`src/rtl/sndbus_pkg.sv`:
```
package sndbus_pkg;
  localparam int DW = 16;
  localparam int BW = 8;

  // Control bit sits in the upper lane for word accesses, lower lane for bytes.
  function automatic logic ctl_bit(input logic word, input logic [DW-1:0] wd);
    return word ? wd[BW] : wd[0];
  endfunction

  // Byte stored into coprocessor RAM.
  function automatic logic [BW-1:0] store_byte(input logic word, input logic [DW-1:0] wd);
    return word ? wd[DW-1:BW] : wd[BW-1:0];
  endfunction

  function automatic logic [DW-1:0] mirror(input logic [BW-1:0] b);
    return {b, b};
  endfunction

  // Bit 7 fixed high; bit 0 low only while host owns bus and core is out of reset.
  function automatic logic [BW-1:0] status_byte(input logic held, input logic in_rst);
    return {1'b1, 6'b0, (~held) | in_rst};
  endfunction
endpackage

```
`src/rtl/sndbus_decode.sv`:
```
module sndbus_decode #(
  parameter int ADDR_W = 24,
  parameter logic [ADDR_W-1:0] REGION_MASK = 24'hFF0000,
  parameter logic [ADDR_W-1:0] REGION_BASE = 24'hA00000,
  parameter logic [ADDR_W-1:0] RAM_MASK    = 24'hFF4000,
  parameter logic [ADDR_W-1:0] BANK_MASK   = 24'hFF7F00,
  parameter logic [ADDR_W-1:0] BANK_MATCH  = 24'hA06000,
  parameter logic [ADDR_W-1:0] BUSREQ_ADDR = 24'hA11100,
  parameter logic [ADDR_W-1:0] RSTCTL_ADDR = 24'hA11200
) (
  input  logic [ADDR_W-1:0] addr,
  output logic              hit_region,
  output logic              hit_ram,
  output logic              hit_bank,
  output logic              hit_busreq,
  output logic              hit_rstctl
);
  always_comb begin
    hit_region = (addr & REGION_MASK) == REGION_BASE;
    hit_ram    = (addr & RAM_MASK) == REGION_BASE;
    hit_bank   = (addr & BANK_MASK) == BANK_MATCH;
    hit_busreq = addr == BUSREQ_ADDR;
    hit_rstctl = addr == RSTCTL_ADDR;
  end
endmodule

```
`src/rtl/sndbus_ctrl.sv`:
```
module sndbus_ctrl #(
  parameter int CNT_W = 8
) (
  input  logic             clk,
  input  logic             rst_n,
  input  logic             wr_busreq,
  input  logic             wr_rstctl,
  input  logic             rd_busreq,
  input  logic             wbit,
  output logic             bus_held,
  output logic             in_reset,
  output logic             snd_pulse,
  output logic [CNT_W-1:0] rd_count
);
  logic next_rst;
  assign next_rst = ~wbit;   // written 0 holds the core in reset

  always_ff @(posedge clk) begin
    if (!rst_n) begin
      bus_held  <= 1'b0;
      in_reset  <= 1'b1;
      snd_pulse <= 1'b0;
      rd_count  <= '0;
    end else begin
      snd_pulse <= 1'b0;
      if (wr_busreq) bus_held <= wbit;
      if (wr_rstctl) begin
        in_reset  <= next_rst;
        snd_pulse <= next_rst != in_reset;
      end
      if (rd_busreq) rd_count <= rd_count + 1'b1;
    end
  end
endmodule

```
`src/rtl/sndbus_bank.sv`:
```
module sndbus_bank #(
  parameter int ADDR_W    = 24,
  parameter int BANK_W    = 9,
  parameter int WIN_SHIFT = 15
) (
  input  logic              clk,
  input  logic              rst_n,
  input  logic              wr,
  input  logic              din,
  output logic [BANK_W-1:0] bank_q,
  output logic [ADDR_W-1:0] base
);
  localparam int SPAN = BANK_W + WIN_SHIFT;

  always_ff @(posedge clk) begin
    if (!rst_n) bank_q <= '0;
    else if (wr) bank_q <= {din, bank_q[BANK_W-1:1]};
  end

  generate
    if (SPAN <= ADDR_W) begin : g_fit
      assign base = ADDR_W'(bank_q) << WIN_SHIFT;
    end else begin : g_trunc
      logic [SPAN-1:0] wide;
      assign wide = SPAN'(bank_q) << WIN_SHIFT;
      assign base = wide[ADDR_W-1:0];
    end
  endgenerate
endmodule

```
`src/rtl/sndbus_ramgate.sv`:
```
module sndbus_ramgate #(
  parameter int RAM_AW = 13
) (
  input  logic                     clk,
  input  logic                     rst_n,
  input  logic                     wr_req,
  input  logic                     allow,
  input  logic                     word,
  input  logic [sndbus_pkg::DW-1:0] wdata,
  input  logic [RAM_AW-1:0]        addr_lo,
  output logic [RAM_AW-1:0]        ram_addr,
  output logic                     ram_we,
  output logic [sndbus_pkg::BW-1:0] ram_wdata,
  output logic                     ev_ok,
  output logic                     ev_drop,
  output logic                     anomaly
);
  assign ev_ok     = wr_req & allow;
  assign ev_drop   = wr_req & ~allow;
  assign ram_we    = ev_ok;
  assign ram_addr  = addr_lo;
  assign ram_wdata = sndbus_pkg::store_byte(word, wdata);

  always_ff @(posedge clk) begin
    if (!rst_n) anomaly <= 1'b0;
    else        anomaly <= ev_drop;
  end
endmodule

```
`src/rtl/sndbus_bridge.sv`:
```
module sndbus_bridge #(
  parameter int ADDR_W    = 24,
  parameter int RAM_AW    = 13,
  parameter int BANK_W    = 9,
  parameter int WIN_SHIFT = 15,
  parameter int CNT_W     = 8
) (
  input  logic              clk,
  input  logic              rst_n,
  input  logic              host_sel,
  input  logic              host_we,
  input  logic              host_word,
  input  logic [ADDR_W-1:0] host_addr,
  input  logic [15:0]       host_wdata,
  output logic [15:0]       host_rdata,
  output logic [RAM_AW-1:0] ram_addr,
  output logic              ram_we,
  output logic [7:0]        ram_wdata,
  input  logic [7:0]        ram_rdata,
  output logic              cop_run,
  output logic              cop_reset,
  output logic              snd_reset_pulse,
  output logic [ADDR_W-1:0] bank_base,
  output logic              anomaly
);
  import sndbus_pkg::*;

  logic hit_region, hit_ram, hit_bank, hit_busreq, hit_rstctl;
  logic wr_cyc, rd_cyc;
  logic ev_busreq_wr, ev_rstctl_wr, ev_bank_wr, ev_busreq_rd;
  logic ev_ram_ok, ev_ram_drop;
  logic ctl_b, bus_held, in_reset;
  logic [CNT_W-1:0]  rd_count;
  logic [BANK_W-1:0] bank_q;

  sndbus_decode #(.ADDR_W(ADDR_W)) u_dec (
    .addr(host_addr), .hit_region(hit_region), .hit_ram(hit_ram),
    .hit_bank(hit_bank), .hit_busreq(hit_busreq), .hit_rstctl(hit_rstctl)
  );

  assign wr_cyc       = host_sel & host_we;
  assign rd_cyc       = host_sel & ~host_we;
  assign ev_busreq_wr = wr_cyc & hit_busreq;
  assign ev_rstctl_wr = wr_cyc & hit_rstctl;
  assign ev_bank_wr   = wr_cyc & hit_bank;
  assign ev_busreq_rd = rd_cyc & hit_busreq;
  assign ctl_b        = ctl_bit(host_word, host_wdata);

  sndbus_ctrl #(.CNT_W(CNT_W)) u_ctl (
    .clk(clk), .rst_n(rst_n), .wr_busreq(ev_busreq_wr), .wr_rstctl(ev_rstctl_wr),
    .rd_busreq(ev_busreq_rd), .wbit(ctl_b), .bus_held(bus_held),
    .in_reset(in_reset), .snd_pulse(snd_reset_pulse), .rd_count(rd_count)
  );

  sndbus_bank #(.ADDR_W(ADDR_W), .BANK_W(BANK_W), .WIN_SHIFT(WIN_SHIFT)) u_bank (
    .clk(clk), .rst_n(rst_n), .wr(ev_bank_wr), .din(host_wdata[0]),
    .bank_q(bank_q), .base(bank_base)
  );

  sndbus_ramgate #(.RAM_AW(RAM_AW)) u_gate (
    .clk(clk), .rst_n(rst_n), .wr_req(wr_cyc & hit_ram),
    .allow(bus_held & ~in_reset), .word(host_word), .wdata(host_wdata),
    .addr_lo(host_addr[RAM_AW-1:0]), .ram_addr(ram_addr), .ram_we(ram_we),
    .ram_wdata(ram_wdata), .ev_ok(ev_ram_ok), .ev_drop(ev_ram_drop), .anomaly(anomaly)
  );

  assign cop_reset = in_reset;
  assign cop_run   = ~bus_held & ~in_reset;

  always_comb begin
    host_rdata = '0;
    if (rd_cyc) begin
      if (hit_busreq)      host_rdata = {status_byte(bus_held, in_reset), 8'(rd_count)};
      else if (hit_ram)    host_rdata = mirror(ram_rdata);
      else if (hit_region) host_rdata = 16'hFFFF;
    end
  end
endmodule

```
`config.mk`:
```
export PLATFORM = sky130hd
export DESIGN_NAME = sndbus_bridge
export DESIGN_NICKNAME = d
export VERILOG_FILES = /design/src/rtl/sndbus_pkg.sv /design/src/rtl/sndbus_decode.sv /design/src/rtl/sndbus_ctrl.sv /design/src/rtl/sndbus_bank.sv /design/src/rtl/sndbus_ramgate.sv /design/src/rtl/sndbus_bridge.sv
export SDC_FILE = /design/constraint.sdc
export NUM_CORES = 1
export LEC_CHECK = 0
export BUFFER_PORTS_ARGS = -buffer_cell sky130_fd_sc_hd__buf_4
export CORE_UTILIZATION = 41
export DETAILED_ROUTE_END_ITERATION = 7
export HOLD_SLACK_MARGIN = 0.1
export PLACE_DENSITY = 0.86
export SYNTH_ARGS = -nofsm -noshare
export SYNTH_HDL_FRONTEND = slang
export SYNTH_SLANG_ARGS = --single-unit
export TNS_END_PERCENT = 50
```
`constraint.sdc`:
```
create_clock -name clk -period 2.2 [get_ports clk]
set_input_delay 0.44 -clock clk [delete_from_list [all_inputs] [get_ports clk]]
set_output_delay 0.44 -clock clk [all_outputs]
set_load 0.05 [all_outputs]
```
After elaboration in Yosys (flattened, before gate mapping)
Index checks and enable logic that the tools add are counted.
Widths: inputs -> output; s select.
{ "word_totals": {"register_bits": 21, "out_inout_bits": 66, "wordCells": 37} }
{ "classes": {"add_sub_neg": 1, "n_eq_ne": 6, "n_mux": 6, "bitwise": 17, "reduce_logical": 1} }
{ "op_table": {"columns": ["op", "count"], "rows": [
  ["$mux 16", 4],
  ["$eq 24x24->1 const B", 2],
  ["$eq 15x15->1 const B", 1],
  ["$and 1x1->1", 11],
  ["$eq 9x9->1 const B", 1],
  ["$add 8x1->8 const B", 1],
  ["$eq 8x8->1 const B", 1],
  ["$mux 8", 1],
  ["$not 1->1", 5],
  ["$reduce_and 2->1", 1],
  ["$mux 1", 1],
  ["$ne 1x1->1", 1],
  ["$or 1x1->1", 1]
]} }

Longest topological paths before layout
Gate-level depths: netlist of the first run.
{ "logic_depth": {"depth_word": 5, "depth_mapped": 5, "mapped_depth_nobuf": 5} }

Hierarchy
From an unflattened synthesis of the first run, not the netlist that was laid out.
{ "hier_totals": {"hier_cells": 186, "hier_area_um2": 1724.2} }
{ "modules_own_cells": {"columns": ["mod", "n_inst", "cells_each", "area_per_inst_um2", "seq_area_each_um2"], "rows": [
  ["sndbus_bank", 1, 53, 521.8, 180.2],
  ["sndbus_ctrl", 1, 48, 466.7, 220.2],
  ["sndbus_bridge", 1, 40, 324.1, 0.0],
  ["sndbus_ramgate", 1, 27, 277.8, 20.0],
  ["sndbus_decode", 1, 18, 133.9, 0.0]
]} }

Worst setup path before layout of the first run
Ideal clock, no wire load.
{ "synth_path": {"kind": "input port to output port", "start": "in host_addr[22]", "end": "out host_rdata[1]", "arrival_time_ns": 2.153, "required_time_ns": 1.760, "setup_slack_ns": -0.393, "path_stages": 4, "path_buffers": 0, "cell_sequence": "and4bb_1 -> nand4b_1 -> nor2_1 -> a31o_2"} }
{ "synth_between": {"elab_chain_len": 5, "elab_cells_between_ends": 7, "classes_between": "3 x eq/ne; 4 x mux"} }
{ "synth_rtl": {"columns": ["element", "line", "text"], "rows": [
  ["from (decl)", "sndbus_bridge.sv:13", "input logic [ADDR_W-1:0] host_addr,"],
  ["$eq 8x8->1", "sndbus_decode.sv:19", "hit_region = (addr & REGION_MASK) == REGION_BASE;"],
  ["$mux 16", "sndbus_bridge.sv:75", "else if (hit_region) host_rdata = 16'hFFFF;"],
  ["$mux 16", "sndbus_bridge.sv:74", "else if (hit_ram) host_rdata = mirror(ram_rdata);"],
  ["$mux 16 (*)", "sndbus_bridge.sv:73", "if (hit_busreq) host_rdata = {status_byte(bus_held, in_reset), 8'(rd_count)};"],
  ["$mux 16 (*)", "sndbus_bridge.sv:72", "if (rd_cyc) begin"],
  ["to (decl)", "sndbus_bridge.sv:15", "output logic [15:0] host_rdata,"]
]} }
Every way passes the cells marked *; elsewhere a longest branch is shown, timed or not.

Final worst setup path of the first run
{ "layout_path": {"start": "in host_addr[18]", "end": "out ram_we"} }
{ "layout_between": {"elab_chain_len": 3} }
{ "layout_rtl": {"columns": ["element", "line", "text"], "rows": [
  ["$eq 9x9->1", "sndbus_decode.sv:20", "hit_ram = (addr & RAM_MASK) == REGION_BASE;"],
  ["$and 1x1->1", "sndbus_bridge.sv:61", ".clk(clk), .rst_n(rst_n), .wr_req(wr_cyc & hit_ram),"],
  ["$and 1x1->1", "sndbus_ramgate.sv:18", "assign ev_ok = wr_req & allow;"],
  ["to (decl)", "sndbus_bridge.sv:17", "output logic ram_we,"]
]} }
Every way passes these cells.

==> results.yml, run 1 <==
cts:
  numCtsBuffers: 3
  cts_tree: "built"
  htree_levels: 1
  clock_insertion_delay_worst_skew_ns: 0.26
  clock-sinks: 21
  cts.clk_slew.worst_paths_ns: 0.08
  clock_path_buffers: 2
  clock-root-buffer: "clkbuf_8"
  ctsHoldBuffers: 0
logic_synthesis:
  syn_avg_cell_area_um2: 8.507
  ys_ff_latch: 21
  synth_area_um2: 1693
  synth_ff_type: "dfxtp_1"
  syn_inst: 199
  ys_types: 49
  yosysSeqAreaShare: 0.2483
  synth_warnings: 0
  synth-edff-count: 0
  async_reset_ff_frac: 0
cells_and_area:
  diodes: 0
  fillers: 284
  drive_gt1_frac: 0.5701
  fin_nets: 369
  syn2layout_area_growth_pct: 63.41
  design_area_um2: 2766
power:
  internal-power_w: 0.0006378
  pwr-share-comb: 0.359
  pwr-share-seq: 0.382
  powerDensity_nw_per_um2: 358.8
  switching_power_w: 0.0003548
  p_sw_frac: 0.3574
  pwr-share-clk: 0.259
  irDropWorstVdd_mv: 0.2782
  p_leak_nw: 1.223
floorplanning:
  fp-row-count: 22
  die_h_um: 66.26
  dieWidth_um: 66.26
  num_io_pins: 119
  initial_core_util: 0.4457
  coreArea_um2: 3799
  fp.dieArea_um2: 4390
routing:
  num_vias: 1993
  drt_wl_total_mm: 5.489
  drcViolationCount: 0
  avgRoutedWirePerCell_um: 15.16
  dr.pass1.iters: 4
  final_antenna_net_count: 0
  first_iter_violations: 168
  via_per_inst: 5.506
global_route:
  grt_pass1_wl_mm: 8.286
  grt_pass1_vias: 1775
  antenna_found_initial: 0
  grtUsageTotal: 0.2443
  grt_max_degree: 16
  grt-ovfl-total: 0
sta:
  finalCritPeriodShare: 1.021
  worst_pin_slew_ns: 0.5346
  drv_slew: 0
  max_freq_mhz: 445.3
  period_minus_slack_ns: 2.246
  finalSetupViolations: 2
  fin_skew_ns: 0.001100
  fin_ws_ns: -0.04581
  hold_viol: 0
  rsz0062_at_grt: "true"
  relSlewSlack: 0.6409
  finalSetupTns_ns: -0.07095
critical_path:
  cp_common_cell: "buf_6"
  rr_worst_depth: 5
  cp-start-kind: "input port"
  r2r-start: "u_ctl.rd_count[0]$_SDFFE_PN0P_"
  slowest_stage: "or4_4"
  cp-end-kind: "primary output"
  ff2ff_setup_slack_ns: 0.61
  crit_fanout: 2
  cp_cell_sequence: "buf_6 -> or3_4 -> or4_4 -> nor3_4 -> buf_6"
  critPathMaxStageDelay_ns: 0.58
  setup.worst_path.class: "input port to primary output"
  worst_ep_required_time_ns: 1.76
  arrival_ns: 1.81
  timing.rr.end: "u_ctl.rd_count[6]$_SDFFE_PN0P_"
placement:
  hpwl_mm: 4.251
  port_buffers: 103
  placed_cell_area_um2: 2542
  post-place-ws_ns: -0.1824
  gp_congestion: 0.9055
status:
  violations: "setup timing"
  status: "finished, violations left"
worst_hold_path:
  holdPathEnd: "u_ctl.in_reset$_SDFFE_PN1P_"
  hp-class: "input port to register"
  hold_start: "rst_n"
  hold_path_depth: 2
job:
  cap_viol_max_count: 0
-- worst max-delay path by stage --
stage / startpoint / end / slack [ns]
global placement: host_addr[1] / host_rdata[8] / -0.14
finish: host_addr[18] / ram_we / -0.05
floorplan: host_addr[22] / host_rdata[1] / -0.28
detailed placement: host_addr[1] / host_rdata[8] / -0.18
CTS: host_addr[18] / ram_we / -0.04
global route: host_addr[10] / host_rdata[7] / -0.08
-- area by class of cell --
| cell class | instances | area [um^2] | area share |
|---|---|---|---|
| Tap cell | 48 | 60.06 | 0.02171 |
| Sequential cell | 21 | 420.4 | 0.1520 |
| Clock inverter | 1 | 5.005 | 0.001809 |
| Multi-Input combinational cell | 154 | 1159 | 0.4188 |
| Timing Repair Buffer | 133 | 1074 | 0.3881 |
| Inverter | 2 | 7.507 | 0.002714 |
| Clock buffer | 3 | 41.29 | 0.01493 |
-- layer usage --
metal | GRT usage | wire, um
met5 | 0 | 0
met4 | 0.07979 | 113
met3 | 0.02586 | 434
met2 | 0.4375 | 2813
met1 | 0.3007 | 2127
-- metrics by stage --
stage	hold slack (ns)	utilization	total power, W	cells
floorplan	0.4520	-	0.0006263	213
global placement	0.4686	0.6693	0.0007298	355
detailed placement	0.4744	0.6693	0.0007343	355
CTS	0.4051	0.7078	0.0009898	360
global route	0.4164	0.7283	0.001022	362
finish	0.4029	0.7283	0.0009926	362
-- sequential cells by signal (all words and copies together) (netlist names) --
register and count:
u_ctl.rd_count 8, u_gate.anomaly 1, u_bank.bank_q 9, u_ctl.snd_pulse 1, u_ctl.in_reset 1, u_ctl.bus_held 1
-- critical path, delay by kind of cell --
family / cells / cell delay [ns]
simple gates: 3 / 1.09
buf+inv: 2 / 0.27
-- cell families after synthesis --
group	share of synthesized area
AO/OA/AOI/OAI	0.1796
XOR/XNOR	0.005175
adder cells (fa/ha/maj)	0.007390
buffers and inverters	0.1604
flip-flops	0.2483
multiplexers	0.05322
other	0.002215
AND/OR/NAND/NOR	0.3437
-- Yosys cell counts (2+ instances only) --
library cell | count | area share
mux2_2 | 8 | 0.053
a21oi_1 | 18 | 0.053
nor3_2 | 4 | 0.024
nor4_2 | 3 | 0.022
o31ai_1 | 8 | 0.035
o21ai_0 | 2 | 0.0059
buf_6 | 2 | 0.013
a31o_2 | 6 | 0.031
or3_1 | 2 | 0.0074
nand4_1 | 2 | 0.0074
nor4_1 | 2 | 0.0074
nor2_1 | 15 | 0.033
dfxtp_1 | 21 | 0.25
or4_1 | 7 | 0.031
o21ai_1 | 9 | 0.027
buf_4 | 30 | 0.13
clkbuf_1 | 3 | 0.0067
nand2_1 | 7 | 0.016
nand2b_1 | 4 | 0.015
nor2b_1 | 2 | 0.0074
nand3_1 | 13 | 0.038
o32a_1 | 2 | 0.012
nand4b_1 | 3 | 0.016
-- power groups by stage --
stage	combinational [W]	clock, W	sequential, W
final	0.000356	0.000257	0.000380
after global placement	0.000341	0	0.000389
after detailed placement	0.000346	0	0.000389
after global routing	0.000373	0.000269	0.000380
after CTS	0.000352	0.000258	0.000380
after floorplan	0.000238	0	0.000389
-- layout by cell type, fill, tap and decap left out, types with 2 or more instances in the layout --
| master | synthesis | layout |
|---|---|---|
| nor4_2 | 3 | 2 |
| a21oi_1 | 18 | 17 |
| buf_6 | 2 | 16 |
| nor2b_1 | 2 | 2 |
| o32a_1 | 2 | 2 |
| nor4_4 | 1 | 3 |
| nor2_2 | 0 | 7 |
| o21ai_0 | 2 | 2 |
| clkbuf_8 | 0 | 3 |
| dfxtp_1 | 21 | 21 |
| nor3_4 | 0 | 4 |
| nand3_1 | 13 | 13 |
| nor2_1 | 15 | 8 |
| buf_8 | 0 | 2 |
| a31o_2 | 6 | 4 |
| conb_1 | 1 | 15 |
| nand2_1 | 7 | 6 |
| nand4b_1 | 3 | 3 |
| a31o_4 | 0 | 2 |
| mux2_2 | 8 | 8 |
| or4_1 | 7 | 7 |
| nand2b_1 | 4 | 4 |
| buf_4 | 30 | 115 |
| or3_1 | 2 | 2 |
| nand4_1 | 2 | 2 |
| o21ai_1 | 9 | 9 |
| o31ai_1 | 8 | 8 |
-- timing repair --
| item | in CTS | in global routing |
|---|---|---|
| hold endpoints to repair | 0 | 0 |
| endpoints found under the setup margin | 11 | 11 |
| pin swaps | 7 | 4 |
| resized for setup | 21 | 13 |
| setup buffers | 1 | 2 |
No activity file was read; power rests on OpenSTA's default activity.
==> run 2, diff against run 1 <==
--- a/config.mk
+++ b/config.mk
@@ -6,11 +6,12 @@
 export NUM_CORES = 1
 export LEC_CHECK = 0
 export BUFFER_PORTS_ARGS = -buffer_cell sky130_fd_sc_hd__buf_4
-export CORE_UTILIZATION = 41
+export CORE_UTILIZATION = 42
 export DETAILED_ROUTE_END_ITERATION = 7
 export HOLD_SLACK_MARGIN = 0.1
-export PLACE_DENSITY = 0.86
+export PLACE_DENSITY = 0.87
 export SYNTH_ARGS = -nofsm -noshare
 export SYNTH_HDL_FRONTEND = slang
+export SYNTH_HIERARCHICAL = 1
 export SYNTH_SLANG_ARGS = --single-unit
 export TNS_END_PERCENT = 50
==> run 2 against run 1 <==
  * The run still ends with setup timing left
  * Utilization up 2.2 points
  * Design area rose by 3.0%
  * Sequential power is essentially flat
  * Combinational power rose by 1%
  * Count of clock-buffer cells in the layout rose by 1
  * First-iteration DRC count fell by 49%
  * Critical endpoint is now host_rdata[14]
  * Largest power group unchanged
==> results.yml, run 2 <==
sta:
  finalSetupViolations: 20
  finalCritPeriodShare: 1.109
  max_freq_mhz: 409.8
  fin_ws_ns: -0.2403
  hold_viol: 0
  finalSetupTns_ns: -3.291
  rsz0062_at_grt: "true"
  period_minus_slack_ns: 2.440
  fin_skew_ns: 0.004399
  drv_slew: 0
routing:
  num_vias: 1730
  drcViolationCount: 0
  final_antenna_net_count: 0
  via_per_inst: 5.088
  avgRoutedWirePerCell_um: 17.20
  first_iter_violations: 85
  dr.pass1.iters: 4
  drt_wl_total_mm: 5.848
global_route:
  grt-ovfl-total: 0
  grtUsageTotal: 0.2120
  grt_max_degree: 23
  antenna_found_initial: 0
  grt_pass1_wl_mm: 7.155
  grt_pass1_vias: 1563
status:
  violations: "setup timing"
  status: "finished, violations left"
placement:
  placed_cell_area_um2: 2505
  post-place-ws_ns: -0.3029
  hpwl_mm: 3.531
  port_buffers: 103
  gp_congestion: 0.7607
cells_and_area:
  fin_util: 0.7500
  diodes: 0
  fillers: 247
  drive_gt1_frac: 0.6336
  fin_nets: 347
  final_common_cell: "buf_4"
  multi_input_area_um2: 1159
  syn2layout_area_growth_pct: 65.84
  final_cell_mix: "buf_4, buf_6, dfxtp_1, mux2i_1, conb_1"
  regMostFlops: "u_bank/bank_q"
  register_area_um2: 420.4
  largest_reg_flops: 9
  reg.largest.list: "u_bank/bank_q x9, u_ctl/rd_count x8"
  design_area_um2: 2849
cts:
  htree_levels: 1
  clock_insertion_delay_worst_skew_ns: 0.25
  clock_path_buffers: 2
  numCtsBuffers: 3
  cts.clk_slew.worst_paths_ns: 0.07
  clock-root-buffer: "clkbuf_8"
  cts_tree: "built"
  clock-sinks: 21
  ctsHoldBuffers: 0
floorplanning:
  die_h_um: 65.96
  coreArea_um2: 3799
  fp-row-count: 22
  initial_core_util: 0.4522
  fp.dieArea_um2: 4350
  dieWidth_um: 65.96
  num_io_pins: 119
power:
  pwr-share-comb: 0.366
  switching_power_w: 0.0003361
  pwr-share-clk: 0.249
  p_sw_frac: 0.3405
  powerDensity_nw_per_um2: 346.5
  irDropWorstVdd_mv: 0.3425
  p_leak_nw: 1.265
  internal-power_w: 0.0006511
  pwr-share-seq: 0.385
critical_path:
  critPathMaxStageDelay_ns: 0.37
  cp_num_buf_inv: 3
  cp_top_family: "simple AND/OR/NAND/NOR gates"
  setup.worst_path.class: "input port to primary output"
  arrival_ns: 2.00
  cp-end-kind: "primary output"
  cp-start-kind: "input port"
  worst_ep_required_time_ns: 1.76
  crit_fanout: 9
  cp_cell_sequence: "buf_6 -> nor4b_4 -> nand3_2 -> nor3_2 -> buf_6 -> mux2i_2 -> nor2_2 -> buf_4"
  slowest_stage: "mux2i_2"
  cp_common_cell: "buf_6"
logic_synthesis:
  synth_area_um2: 1718
  syn_inst: 185
  synth_warnings: 6
  syn_avg_cell_area_um2: 9.286
job:
  cap_viol_max_count: 0
worst_hold_path:
  hp-class: "input port to register"
[run 2: per-layer routing]
metal,track usage,part of all wire,wire [um],vias up
met3,0.02931,0.062,365,18
met2,0.4120,0.54,3151,82
met5,0,0,0,-
met4,0.08245,0.036,212,0
li1,-,-,-,799
met1,0.2257,0.36,2118,831
[run 2: final timing paths]
| check | start | to | slack (ns) | depth (start not counted) |
|---|---|---|---|---|
| worst max register to register | u_ctl/rd_count[1]$_SDFFE_PN0P_ | u_ctl/rd_count[6]$_SDFFE_PN0P_ | 0.83 | 4 |
| worst min register to register | u_ctl/rd_count[7]$_SDFFE_PN0P_ | u_ctl/rd_count[7]$_SDFFE_PN0P_ | 0.49 | 2 |
| worst max-delay path | host_addr[19] | host_rdata[14] | -0.24 | 8 |
| worst min-delay path | host_wdata[0] | u_bank/bank_q[8]$_SDFFE_PN0P_ | 0.48 | 3 |
[run 2: metrics by stage]
stage / std cells / hold slack [ns] / total power (W)
global placement: 327 / 0.4525 / 0.0007162
CTS: 333 / 0.4658 / 0.0009767
finish: 340 / 0.4757 / 0.0009873
detailed placement: 327 / 0.4807 / 0.0007203
global route: 340 / 0.5054 / 0.001024
floorplan: 199 / 0.4427 / 0.0006283
[run 2: area by class of cell]
class                   count  share of cell area
clock buffers               4             0.01581
inverters                   3            0.005709
multi-input cells         130              0.4067
flip-flops and latches     21              0.1476
well taps                  48             0.02108
repair buffers            133              0.4005
repair inverters            1            0.002635
[run 2: tightest hold or removal path, delay by kind of cell]
kind	cells	cell delay, ns
multiplexers	1	0.06
AND/OR/NAND/NOR	1	0.10
buffers and inverters	1	0.09
[run 2: timing repair]
action / 4_1_cts / 5_1_grt
gates resized for setup: 25 / 24
setup buffers: 2 / 5
pin swaps: 4 / 14
cloned: 0 / 2
setup endpoints to repair: 17 / 23
[run 2: power by group through the flow]
stage                     Clock [W]  Combinational [W]  Sequential [W]
after floorplan                   0           0.000240        0.000389
after CTS                  0.000255           0.000342        0.000380
after global placement            0           0.000328        0.000389
final                      0.000246           0.000361        0.000380
after global routing       0.000269           0.000375        0.000380
after detailed placement          0           0.000332        0.000389
==> run 3, diff against run 2 <==
--- a/config.mk
+++ b/config.mk
@@ -6,6 +6,7 @@
 export NUM_CORES = 1
 export LEC_CHECK = 0
 export BUFFER_PORTS_ARGS = -buffer_cell sky130_fd_sc_hd__buf_4
+export CORE_ASPECT_RATIO = 0.6
 export CORE_UTILIZATION = 42
 export DETAILED_ROUTE_END_ITERATION = 7
 export HOLD_SLACK_MARGIN = 0.1
==> run 3 against run 2 <==
  * The run ends with DRC, setup timing left
  * Sequential power barely moved
  * Hold slack got worse by 0.020 ns
  * Global-route usage grew 1.0 points
  * Fmax decreased by 1.8%
  * Clock power about the same
==> results.yml, run 3 (synthesis gave the netlist of run 2 again) <==
cts:
  clock_path_buffers: 2
  clock-sinks: 21
  cts.clk_slew.worst_paths_ns: 0.07
  htree_levels: 1
  numCtsBuffers: 3
  clock-root-buffer: "clkbuf_8"
  cts_tree: "built"
  clock_insertion_delay_worst_skew_ns: 0.26
sta:
  finalCritPeriodShare: 1.129
  period_minus_slack_ns: 2.484
  rsz0062_at_grt: "true"
  finalSetupTns_ns: -4.809
  drv_slew: 0
  fin_skew_ns: 0.001923
  fin_ws_ns: -0.2844
  holdWs_ns: 0.4555
  finalSetupViolations: 24
  hold_viol: 0
  max_freq_mhz: 402.5
critical_path:
  cp-start-kind: "input port"
  setup.worst_path.class: "input port to primary output"
  r2r-start: "u_ctl/rd_count[0]$_SDFFE_PN0P_"
  arrival_ns: 2.04
  worst_ep_required_time_ns: 1.76
  timing.rr.end: "u_ctl/rd_count[6]$_SDFFE_PN0P_"
  ff2ff_setup_slack_ns: 0.84
  rr_worst_depth: 4
  crit_fanout: 8
  cp-end-kind: "primary output"
floorplanning:
  fp-row-count: 17
  coreArea_um2: 3786
  fp.dieArea_um2: 4358
  dieWidth_um: 84.57
  die_h_um: 51.54
  initial_core_util: 0.4537
  num_io_pins: 119
power:
  p_leak_nw: 1.236
  total_power_w: 0.0009747
  powerDensity_nw_per_um2: 351.4
  irDropWorstVdd_mv: 0.2275
global_route:
  grt-ovfl-total: 0
  grt_pass1_vias: 1590
  grt_max_degree: 23
  grt_pass1_wl_mm: 7.610
  grtUsageTotal: 0.2220
  antenna_found_initial: 0
cells_and_area:
  final_cell_mix: "buf_4, dfxtp_1, mux2i_1, buf_6, conb_1"
  fin_nets: 347
  reg.largest.list: "u_bank/bank_q x9, u_ctl/rd_count x8"
  largest_reg_flops: 9
  syn2layout_area_growth_pct: 61.47
  diodes: 0
  final_common_cell: "buf_4"
  regMostFlops: "u_bank/bank_q"
  drive_gt1_frac: 0.6233
status:
  status: "finished, violations left"
  violations: "DRC, setup timing"
routing:
  dr.pass1.iters: 7
  via_per_inst: 4.779
  final_antenna_net_count: 0
  avgRoutedWirePerCell_um: 14.20
  first_iter_violations: 56
  drt_wl_total_mm: 4.813
  drcViolationCount: 9
  num_vias: 1620
placement:
  port_buffers: 103
  gp_congestion: 0.7745
  hpwl_mm: 3.514
job:
  cap_viol_max_count: 0
worst_hold_path:
  hold_path_depth: 2
  hold_start: "rst_n"
  hp-class: "input port to register"
  holdPathEnd: "u_ctl/in_reset$_SDFFE_PN1P_"
run 3: critical path: stages:
cell	delay [ns]
buf_6	0.10
nor4b_4	0.28
nand3_2	0.12
buf_6	0.15
nor3_4	0.27
nand3b_1	0.19
inv_4	0.18
o2bb2ai_2	0.13
buf_6	0.18
run 3: worst max path at each step:
stage | cells after the start | to | from | slack (ns)
6_report | 9 | host_rdata[0] | host_addr[22] | -0.28
2_1_floorplan | 9 | u_ctl/rd_count[5]$_SDFFE_PN0P_ | host_addr[14] | -0.14
4_1_cts | 9 | host_rdata[1] | host_addr[22] | -0.20
5_1_grt | 9 | host_rdata[1] | host_addr[22] | -0.38
3_5_place_dp | 8 | host_rdata[1] | host_addr[14] | -0.35
3_3_place_gp | 8 | host_rdata[0] | host_addr[4] | -0.29
run 3: final cells by class:
cell class	instances	area (um^2)
clock buffers	4	45.04
inverters	3	13.76
well taps	47	58.81
fillers	292	1012
multi-input cells	130	1161
repair buffers	134	1075
flip-flops and latches	21	420.4
run 3: metrics by stage:
stage,util,setup WS [ns],cell area (um^2),cells
2_1_floorplan,-,-0.1415,1847,199
3_3_place_gp,0.6613,-0.2945,2504,326
3_5_place_dp,0.6613,-0.3462,2504,326
4_1_cts,0.7188,-0.2004,2721,338
5_1_grt,0.7327,-0.3777,2774,339
6_report,0.7327,-0.2844,2774,339
run 3: what timing repair did:
item | 4_1_cts | 5_1_grt
setup buffers | 8 | 1
resized for setup | 24 | 7
endpoints found under the hold margin | 0 | 0
endpoints found under the setup margin | 19 | 26
hold buffers | 0 | 0
pin swaps | 4 | 4
run 3: power by group:
part           switching (W)  leakage [nW]  internal (W)
Combinational       0.000211          1.04      0.000136
Clock               0.000119        0.0228      0.000129
Sequential     0.00000000145         0.169      0.000380
run 3: routing by layer:
| metal | share of wire | track usage | up-vias |
|---|---|---|---|
| li1 | - | - | 799 |
| met1 | 0.44 | 0.2722 | 754 |
| met2 | 0.48 | 0.3997 | 63 |
| met3 | 0.078 | 0.06349 | 4 |
| met4 | 0.0056 | 0.03672 | 0 |
| met5 | 0 | 0 | - |
